[src/rtl/dma1d_pkg.sv]
`timescale 1ns/1ps
package dma1d_pkg;
   localparam logic [2:0] IX_GO   = 3'd0;
   localparam logic [2:0] IX_CTRL = 3'd1;
   localparam logic [2:0] IX_SRC  = 3'd2;
   localparam logic [2:0] IX_DST  = 3'd3;
   localparam logic [2:0] IX_CLO  = 3'd4;
   localparam logic [2:0] IX_CHI  = 3'd5;
   localparam logic [2:0] IX_STEP = 3'd6;
   localparam logic [2:0] IX_FILL = 3'd7;

   localparam logic [2:0] MV_COPY = 3'd1;
   localparam logic [2:0] MV_FILL = 3'd3;

   localparam logic [1:0] EK_NONE  = 2'd0;
   localparam logic [1:0] EK_READ  = 2'd1;
   localparam logic [1:0] EK_WRITE = 2'd2;
   localparam logic [1:0] EK_CFG   = 2'd3;

   typedef enum logic [2:0] {
      ST_IDLE, ST_RREQ, ST_RWAIT, ST_WREQ, ST_WWAIT
   } mover_st_e;
endpackage

[src/rtl/dma1d_regs.sv]
`timescale 1ns/1ps
module dma1d_regs
   import dma1d_pkg::*;
#(
   parameter int AW = 32,
   parameter int DW = 32
) (
   input  logic          clk,
   input  logic          rst_n,
   input  logic          lock,
   input  logic          cfg_we,
   input  logic [2:0]    cfg_addr,
   input  logic [31:0]   cfg_wdata,
   input  logic [2:0]    cfg_raddr,
   output logic [31:0]   cfg_rdata,
   output logic          go,
   output logic [2:0]    size_o,
   output logic [2:0]    move_o,
   output logic [2:0]    dsel_o,
   output logic [AW-1:0] src_base,
   output logic [AW-1:0] dst_base,
   output logic [15:0]   src_inc,
   output logic [15:0]   dst_inc,
   output logic [DW-1:0] fill_o,
   output logic [31:0]   src_cnt,
   output logic [31:0]   dst_cnt,
   input  logic          src_dec,
   input  logic          dst_dec
);
   localparam int HALF = 16;
   localparam int NDIR = 2;

   logic [31:0] ctrl_q, src_q, dst_q, clo_q, chi_q, step_q, fill_q;
   logic        wr_ok;
   logic [NDIR-1:0] dec;
   logic [31:0] cnt_now [NDIR];
   logic [31:0] cnt_nxt [NDIR];

   assign wr_ok = cfg_we && !lock;
   assign go    = wr_ok && (cfg_addr == IX_GO) && cfg_wdata[0];
   assign dec   = {dst_dec, src_dec};

   for (genvar d = 0; d < NDIR; d++) begin : g_cnt
      assign cnt_now[d] = {chi_q[d*HALF +: HALF], clo_q[d*HALF +: HALF]};
      assign cnt_nxt[d] = cnt_now[d] - 32'd1;
   end

   always_ff @(posedge clk or negedge rst_n) begin
      if (!rst_n) begin
         ctrl_q <= '0;
         src_q  <= '0;
         dst_q  <= '0;
         clo_q  <= '0;
         chi_q  <= '0;
         step_q <= '0;
         fill_q <= '0;
      end else begin
         if (wr_ok) begin
            case (cfg_addr)
               IX_CTRL: ctrl_q <= cfg_wdata;
               IX_SRC:  src_q  <= cfg_wdata;
               IX_DST:  dst_q  <= cfg_wdata;
               IX_CLO:  clo_q  <= cfg_wdata;
               IX_CHI:  chi_q  <= cfg_wdata;
               IX_STEP: step_q <= cfg_wdata;
               IX_FILL: fill_q <= cfg_wdata;
               default: ;
            endcase
         end
         for (int d = 0; d < NDIR; d++) begin
            if (dec[d]) begin
               clo_q[d*HALF +: HALF] <= cnt_nxt[d][HALF-1:0];
               chi_q[d*HALF +: HALF] <= cnt_nxt[d][31:HALF];
            end
         end
      end
   end

   always_comb begin
      case (cfg_raddr)
         IX_CTRL: cfg_rdata = ctrl_q;
         IX_SRC:  cfg_rdata = src_q;
         IX_DST:  cfg_rdata = dst_q;
         IX_CLO:  cfg_rdata = clo_q;
         IX_CHI:  cfg_rdata = chi_q;
         IX_STEP: cfg_rdata = step_q;
         IX_FILL: cfg_rdata = fill_q;
         default: cfg_rdata = '0;
      endcase
   end

   assign size_o   = ctrl_q[2:0];
   assign move_o   = ctrl_q[11:9];
   assign dsel_o   = ctrl_q[23:21];
   assign src_base = src_q[AW-1:0];
   assign dst_base = dst_q[AW-1:0];
   assign src_inc  = step_q[15:0];
   assign dst_inc  = step_q[31:16];
   assign fill_o   = fill_q[DW-1:0];
   assign src_cnt  = cnt_now[0];
   assign dst_cnt  = cnt_now[1];
endmodule

[src/rtl/dma1d_ptr.sv]
`timescale 1ns/1ps
module dma1d_ptr #(
   parameter int AW    = 32,
   parameter int MAXSZ = 2
) (
   input  logic          clk,
   input  logic          rst_n,
   input  logic          load,
   input  logic [AW-1:0] base,
   input  logic          adv,
   input  logic [15:0]   inc,
   input  logic [2:0]    size,
   output logic [AW-1:0] addr
);
   localparam int STEP_W = 16 + MAXSZ;

   logic [STEP_W-1:0] step;
   logic [AW-1:0]     step_x;
   logic [AW-1:0]     addr_q;

   assign step = STEP_W'(inc) << size;

   if (AW > STEP_W) begin : g_widen
      assign step_x = {{(AW-STEP_W){1'b0}}, step};
   end else begin : g_trim
      assign step_x = step[AW-1:0];
   end

   always_ff @(posedge clk or negedge rst_n) begin
      if (!rst_n)    addr_q <= '0;
      else if (load) addr_q <= base;
      else if (adv)  addr_q <= addr_q + step_x;
   end

   assign addr = addr_q;
endmodule

[src/rtl/dma1d_ctl.sv]
`timescale 1ns/1ps
module dma1d_ctl
   import dma1d_pkg::*;
#(
   parameter int MAXSZ = 2
) (
   input  logic        clk,
   input  logic        rst_n,
   input  logic        go,
   input  logic [2:0]  size,
   input  logic [2:0]  move,
   input  logic [2:0]  dsel,
   input  logic [31:0] src_cnt,
   input  logic [31:0] dst_cnt,
   input  logic        rd_req_ready,
   input  logic        rd_rsp_valid,
   input  logic        rd_rsp_err,
   input  logic        wr_req_ready,
   input  logic        wr_rsp_valid,
   input  logic        wr_rsp_err,
   output logic        rd_req_valid,
   output logic        wr_req_valid,
   output logic        load,
   output logic        src_step,
   output logic        dst_step,
   output logic        busy,
   output logic        done,
   output logic        err,
   output logic [1:0]  err_kind
);
   mover_st_e  st_q, st_n;
   logic       done_q, done_n, err_q, err_n;
   logic [1:0] ek_q, ek_n;
   logic       cfg_bad, is_copy;

   assign is_copy = (move == MV_COPY);
   assign cfg_bad = (!is_copy && move != MV_FILL) ||
                    (int'(size) > MAXSZ) ||
                    (is_copy && src_cnt != dst_cnt);

   always_comb begin
      st_n   = st_q;
      done_n = done_q;
      err_n  = err_q;
      ek_n   = ek_q;
      case (st_q)
         ST_IDLE: if (go) begin
            done_n = 1'b0;
            err_n  = 1'b0;
            ek_n   = EK_NONE;
            if (cfg_bad) begin
               err_n = 1'b1;
               ek_n  = EK_CFG;
            end else if (dst_cnt == 32'd0) begin
               done_n = (dsel != 3'd0);
            end else begin
               st_n = is_copy ? ST_RREQ : ST_WREQ;
            end
         end
         ST_RREQ: if (rd_req_ready) st_n = ST_RWAIT;
         ST_RWAIT: if (rd_rsp_valid) begin
            if (rd_rsp_err) begin
               err_n = 1'b1;
               ek_n  = EK_READ;
               st_n  = ST_IDLE;
            end else begin
               st_n = ST_WREQ;
            end
         end
         ST_WREQ: if (wr_req_ready) st_n = ST_WWAIT;
         ST_WWAIT: if (wr_rsp_valid) begin
            if (wr_rsp_err) begin
               err_n = 1'b1;
               ek_n  = EK_WRITE;
               st_n  = ST_IDLE;
            end else if (dst_cnt == 32'd1) begin
               done_n = (dsel != 3'd0);
               st_n   = ST_IDLE;
            end else begin
               st_n = is_copy ? ST_RREQ : ST_WREQ;
            end
         end
         default: st_n = ST_IDLE;
      endcase
   end

   always_ff @(posedge clk or negedge rst_n) begin
      if (!rst_n) begin
         st_q   <= ST_IDLE;
         done_q <= 1'b0;
         err_q  <= 1'b0;
         ek_q   <= EK_NONE;
      end else begin
         st_q   <= st_n;
         done_q <= done_n;
         err_q  <= err_n;
         ek_q   <= ek_n;
      end
   end

   assign rd_req_valid = (st_q == ST_RREQ);
   assign wr_req_valid = (st_q == ST_WREQ);
   assign load     = go && (st_q == ST_IDLE);
   assign src_step = (st_q == ST_RWAIT) && rd_rsp_valid && !rd_rsp_err;
   assign dst_step = (st_q == ST_WWAIT) && wr_rsp_valid && !wr_rsp_err;
   assign busy     = (st_q != ST_IDLE);
   assign done     = done_q;
   assign err      = err_q;
   assign err_kind = ek_q;
endmodule

[src/rtl/dma1d_engine.sv]
`timescale 1ns/1ps
module dma1d_engine
   import dma1d_pkg::*;
#(
   parameter int AW = 32,
   parameter int DW = 32
) (
   input  logic          clk,
   input  logic          rst_n,
   input  logic          cfg_we,
   input  logic [2:0]    cfg_addr,
   input  logic [31:0]   cfg_wdata,
   input  logic [2:0]    cfg_raddr,
   output logic [31:0]   cfg_rdata,
   output logic          rd_req_valid,
   input  logic          rd_req_ready,
   output logic [AW-1:0] rd_req_addr,
   input  logic          rd_rsp_valid,
   input  logic [DW-1:0] rd_rsp_data,
   input  logic          rd_rsp_err,
   output logic          wr_req_valid,
   input  logic          wr_req_ready,
   output logic [AW-1:0] wr_req_addr,
   output logic [DW-1:0] wr_req_data,
   output logic [2:0]    wr_req_size,
   input  logic          wr_rsp_valid,
   input  logic          wr_rsp_err,
   output logic          busy,
   output logic          done,
   output logic          err,
   output logic [1:0]    err_kind
);
   localparam int MAXSZ = $clog2(DW / 8);

   if (DW != 8 && DW != 16 && DW != 32) begin : g_bad_dw
      $error("dma1d_engine: DW must be 8, 16 or 32");
   end
   if (AW < 16 || AW > 32) begin : g_bad_aw
      $error("dma1d_engine: AW must lie in 16..32");
   end

   logic          go, load, src_step, dst_step;
   logic [2:0]    cur_size, cur_move, cur_dsel;
   logic [AW-1:0] src_base, dst_base;
   logic [15:0]   src_inc, dst_inc;
   logic [DW-1:0] fill_w, data_q;
   logic [31:0]   src_cnt, dst_cnt;

   dma1d_regs #(.AW(AW), .DW(DW)) u_regs (
      .clk(clk), .rst_n(rst_n), .lock(busy),
      .cfg_we(cfg_we), .cfg_addr(cfg_addr), .cfg_wdata(cfg_wdata),
      .cfg_raddr(cfg_raddr), .cfg_rdata(cfg_rdata), .go(go),
      .size_o(cur_size), .move_o(cur_move), .dsel_o(cur_dsel),
      .src_base(src_base), .dst_base(dst_base),
      .src_inc(src_inc), .dst_inc(dst_inc), .fill_o(fill_w),
      .src_cnt(src_cnt), .dst_cnt(dst_cnt),
      .src_dec(src_step), .dst_dec(dst_step)
   );

   dma1d_ptr #(.AW(AW), .MAXSZ(MAXSZ)) u_src_ptr (
      .clk(clk), .rst_n(rst_n), .load(load), .base(src_base),
      .adv(src_step), .inc(src_inc), .size(cur_size), .addr(rd_req_addr)
   );

   dma1d_ptr #(.AW(AW), .MAXSZ(MAXSZ)) u_dst_ptr (
      .clk(clk), .rst_n(rst_n), .load(load), .base(dst_base),
      .adv(dst_step), .inc(dst_inc), .size(cur_size), .addr(wr_req_addr)
   );

   dma1d_ctl #(.MAXSZ(MAXSZ)) u_ctl (
      .clk(clk), .rst_n(rst_n), .go(go),
      .size(cur_size), .move(cur_move), .dsel(cur_dsel),
      .src_cnt(src_cnt), .dst_cnt(dst_cnt),
      .rd_req_ready(rd_req_ready), .rd_rsp_valid(rd_rsp_valid),
      .rd_rsp_err(rd_rsp_err), .wr_req_ready(wr_req_ready),
      .wr_rsp_valid(wr_rsp_valid), .wr_rsp_err(wr_rsp_err),
      .rd_req_valid(rd_req_valid), .wr_req_valid(wr_req_valid),
      .load(load), .src_step(src_step), .dst_step(dst_step),
      .busy(busy), .done(done), .err(err), .err_kind(err_kind)
   );

   always_ff @(posedge clk or negedge rst_n) begin
      if (!rst_n)        data_q <= '0;
      else if (src_step) data_q <= rd_rsp_data;
   end

   assign wr_req_data = (cur_move == MV_FILL) ? fill_w : data_q;
   assign wr_req_size = cur_size;
endmodule

[config.mk]
export PLATFORM = sky130hd
export DESIGN_NAME = dma1d_engine
export DESIGN_NICKNAME = d
export VERILOG_FILES = /design/src/rtl/dma1d_pkg.sv /design/src/rtl/dma1d_regs.sv /design/src/rtl/dma1d_ptr.sv /design/src/rtl/dma1d_ctl.sv /design/src/rtl/dma1d_engine.sv
export SDC_FILE = /design/constraint.sdc
export NUM_CORES = 1
export LEC_CHECK = 0
export ABC_AREA = 0
export BUFFER_PORTS_ARGS = -buffer_cell sky130_fd_sc_hd__buf_2
export CORE_UTILIZATION = 49
export DETAILED_ROUTE_END_ITERATION = 10
export PLACE_DENSITY = 0.68
export SETUP_SLACK_MARGIN = 0.4
export SLEW_MARGIN = 30
export SYNTH_ARGS = -nofsm -noshare
export SYNTH_HDL_FRONTEND = slang
export SYNTH_SLANG_ARGS = --single-unit
[constraint.sdc]
create_clock -name clk -period 10.65 [get_ports clk]
set_input_delay 1.5975 -clock clk [delete_from_list [all_inputs] [get_ports clk]]
set_output_delay 1.5975 -clock clk [all_outputs]
set_load 0.005 [all_outputs]
==> reports/metrics.cfg <==
[status]
status = complete, no violations

[timing]
fin_crit_sh = 0.529
fmax_ghz = 0.178
finalWorstSetupSlack_ns = 5.02
rsz0062_at_grt = false
finalSetupViolations = 0
relSlewSlack = 0.350
maxSlewViolCount = 0
finalClockSkew_ns = 0.0125
hold_viol = 0
tightest_slew_ns = 0.974
fin_tns_setup_ns = 0
hold_slack_ns = 0.465
period_minus_slack_ns = 5.63

[final_layout]
fin_area_sq_mm = 0.0229
synthToLayoutAreaGrowth_pct = 14.8
drive_above_1_share = 0.275
fin_nets = 2320
nFillCells = 3500
antennaDiodeCount = 0

[yosys]
syn_inst = 2065
synth-seq-cells = 327
synth_top_cell_by_area = dfrtp_1
syn_nets = 2186
syn-cell-area_sq_mm = 0.0200
synth_flop_cell = dfrtp_1
synth_area_leaders = dfrtp_1, mux2_2, nand2_1, a21oi_1, o21ai_0
synth-edff-count = 0
synth_cell_types = 76
syn_avg_cell_area_sq_um = 9.68
synthArstFlopShare = 1.00
yosys_warnings = 0
ys_seq_area_frac = 0.409
yosysTopAreaCellShare = 0.409

[clocking]
post_cts_resized = 0
path_clk_slew_ns = 0.05
cts-buffers-inserted = 39
htreeDepth = 2
worstSkewPairLatency_ns = 0.56
ctsHoldBuffers = 0
cts_sinks = 327
cts_setup_buffers = 0
cts_tree = done
clk_path_buf_depth = 3
cts-root-buf = clkbuf_16

[place]
gp_congestion = 0.961
pre_cts_ws_ns = 5.17
place_area_sq_mm = 0.0214
port_buffers = 216
dp_hpwl_um = 49300

[worst_setup_path]
cp.required_ns = 9.05
cp-end-kind = output port
crit_type = in2out
rrSetupSlack_ns = 6.06
cp_max_fo = 73
crit_arrival_ns = 4.03
critPathLaunchType = input port

[detailed_routing]
routed_wl_um = 68500
drc = 0
postRouteAntennaNets = 0
drt-vias-per-instance = 6.51
routed-via-count = 17900
routedWlPerCell_um = 24.9
dr.pass1.iters = 8
drt_iter0_markers = 1897

[pwr]
power_density_mw_per_mm2 = 240
ir_drop_mv = 0.165
power_w = 0.00551
leakage_nw = 10.3

[floorplan]
die_area_sq_mm = 0.0416
die_w_um = 204
initial_core_util = 0.500
chipHeight_um = 204
rows = 73
ioPinCount = 217
core_sq_mm = 0.0400

[global_route]
grt_pass1_wl_um = 105000
antenna_found_initial = 0
gr-usage-all-layers = 0.333
grt_max_degree = 167
grt_pass1_vias = 17100
gr-total-overflow = 0

[job]
max_cap_violations = 0

[worst_hold_path]
hp-class = reg2reg

cells in the mapped netlist, types with 14 or more instances:
cell,number
dfrtp_1,327
nand2_1,244
mux2_2,241
nor2_1,129
clkbuf_1,114
a21oi_1,110
o21ai_0,103
nand3_1,71
a22oi_1,49
mux2i_1,45
xnor2_1,45
ha_1,40
inv_1,35
nor3_1,35
a21o_1,34
a221oi_1,32
o211ai_1,32
and3_1,27
a211oi_1,24
buf_1,23
a221o_1,20
nand4_1,20
or4_1,17
nand2b_1,14
nor2b_1,14
registers in the layout, indices dropped and copies added, names as in the netlist, 3 cells and up:
register	count
u_regs.src_base	32
data_q	32
u_dst_ptr.addr	32
u_regs.fill_o	32
u_regs.clo_q	32
u_regs.dst_base	32
u_ctl.st_q	3
u_regs.step_q	32
u_src_ptr.addr	32
u_regs.ctrl_q	32
u_regs.chi_q	32
report_power, final:
group	switching (W)	internal, W	leakage, nW
Clock	0.000566	0.000963	0.719
Combinational	0.000942	0.000905	5.55
Sequential	0.000551	0.00158	4.02
final cells by class:
cell class / instances / area [sq um] / area share
Sequential cell: 327 / 8180 / 0.357
Timing Repair Buffer: 245 / 1360 / 0.0593
Multi-Input combinational cell: 1551 / 11100 / 0.486
Tap cell: 525 / 657 / 0.0286
Clock inverter: 22 / 354 / 0.0154
Inverter: 35 / 131 / 0.00573
Clock buffer: 49 / 1120 / 0.0486
cells in the final DEF, fill, tap and decap left out, types with 8 or more instances in the layout:
cell type / count
ha_1: 40
mux2i_1: 45
a311oi_1: 9
nand2b_1: 14
buf_2: 215
nor2b_1: 12
mux4_2: 11
nand4_1: 20
xor2_1: 12
nor4_1: 13
nand3_1: 70
buf_4: 26
o21ai_0: 103
o221a_2: 10
bufinv_16: 9
dfrtp_1: 326
nor2_1: 127
a21oi_1: 107
nor3_1: 34
o22ai_1: 12
a31oi_1: 8
and3_1: 26
nand2_1: 244
or4_1: 17
a221oi_1: 32
o211ai_1: 32
xnor2_1: 45
a221o_1: 20
a22oi_1: 49
a211oi_1: 24
clkbuf_16: 41
mux2_2: 241
a21o_1: 34
o311ai_0: 9
inv_1: 35
or3_1: 10
final timing paths:
check                                                 end                    startpoint  cells after the start
setup / recovery                            cfg_rdata[24]                  cfg_raddr[0]                      7
hold / removal                      data_q[1]$_DFFE_PN0P_         data_q[1]$_DFFE_PN0P_                      2
setup reg to reg           u_src_ptr.addr[29]$_DFFE_PN0P_  u_regs.ctrl_q[1]$_DFFE_PN0P_                     11
hold reg to reg                     data_q[1]$_DFFE_PN0P_         data_q[1]$_DFFE_PN0P_                      2
max in group asynchronous   u_dst_ptr.addr[7]$_DFFE_PN0P_                         rst_n                      3
min in group asynchronous          data_q[30]$_DFFE_PN0P_                         rst_n                      1
worst max-delay path, stage by stage:
cell and delay, ns:
buf_2 0.08, buf_4 0.64, nor2b_1 0.68, nor2b_1 0.43, a222oi_1 0.26, inv_1 0.12
buf_2 0.12
metrics by stage:
stage | cells | util
final | 2754 | 0.574
after global routing | 2754 | 0.574
after CTS | 2753 | 0.572
after floorplan | 2065 | -
after global placement | 2681 | 0.535
after detailed placement | 2682 | 0.536
routing by layer:
metal / routed length (um) / global-route usage / vias to the layer above
li1: - / - / 7956
met3: 5300 / 0.0531 / 183
met4: 3130 / 0.141 / 0
met2: 31900 / 0.528 / 890
met1: 28200 / 0.452 / 8891
met5: 0 / 0 / -
kinds of logic (layout without fill, tap and decap cells):
family                   Yosys count  after routing  synth area share
AO/OA/AOI/OAI                    503            503             0.172
XOR/XNOR                          57             57            0.0250
adder cells (fa/ha/maj)           42             42            0.0270
buffers and inverters            187            351            0.0364
flip-flops                       327            327             0.409
multiplexers                     297            297             0.171
AND/OR/NAND/NOR                  652            652             0.160
Power figures use the tool's default switching activity.
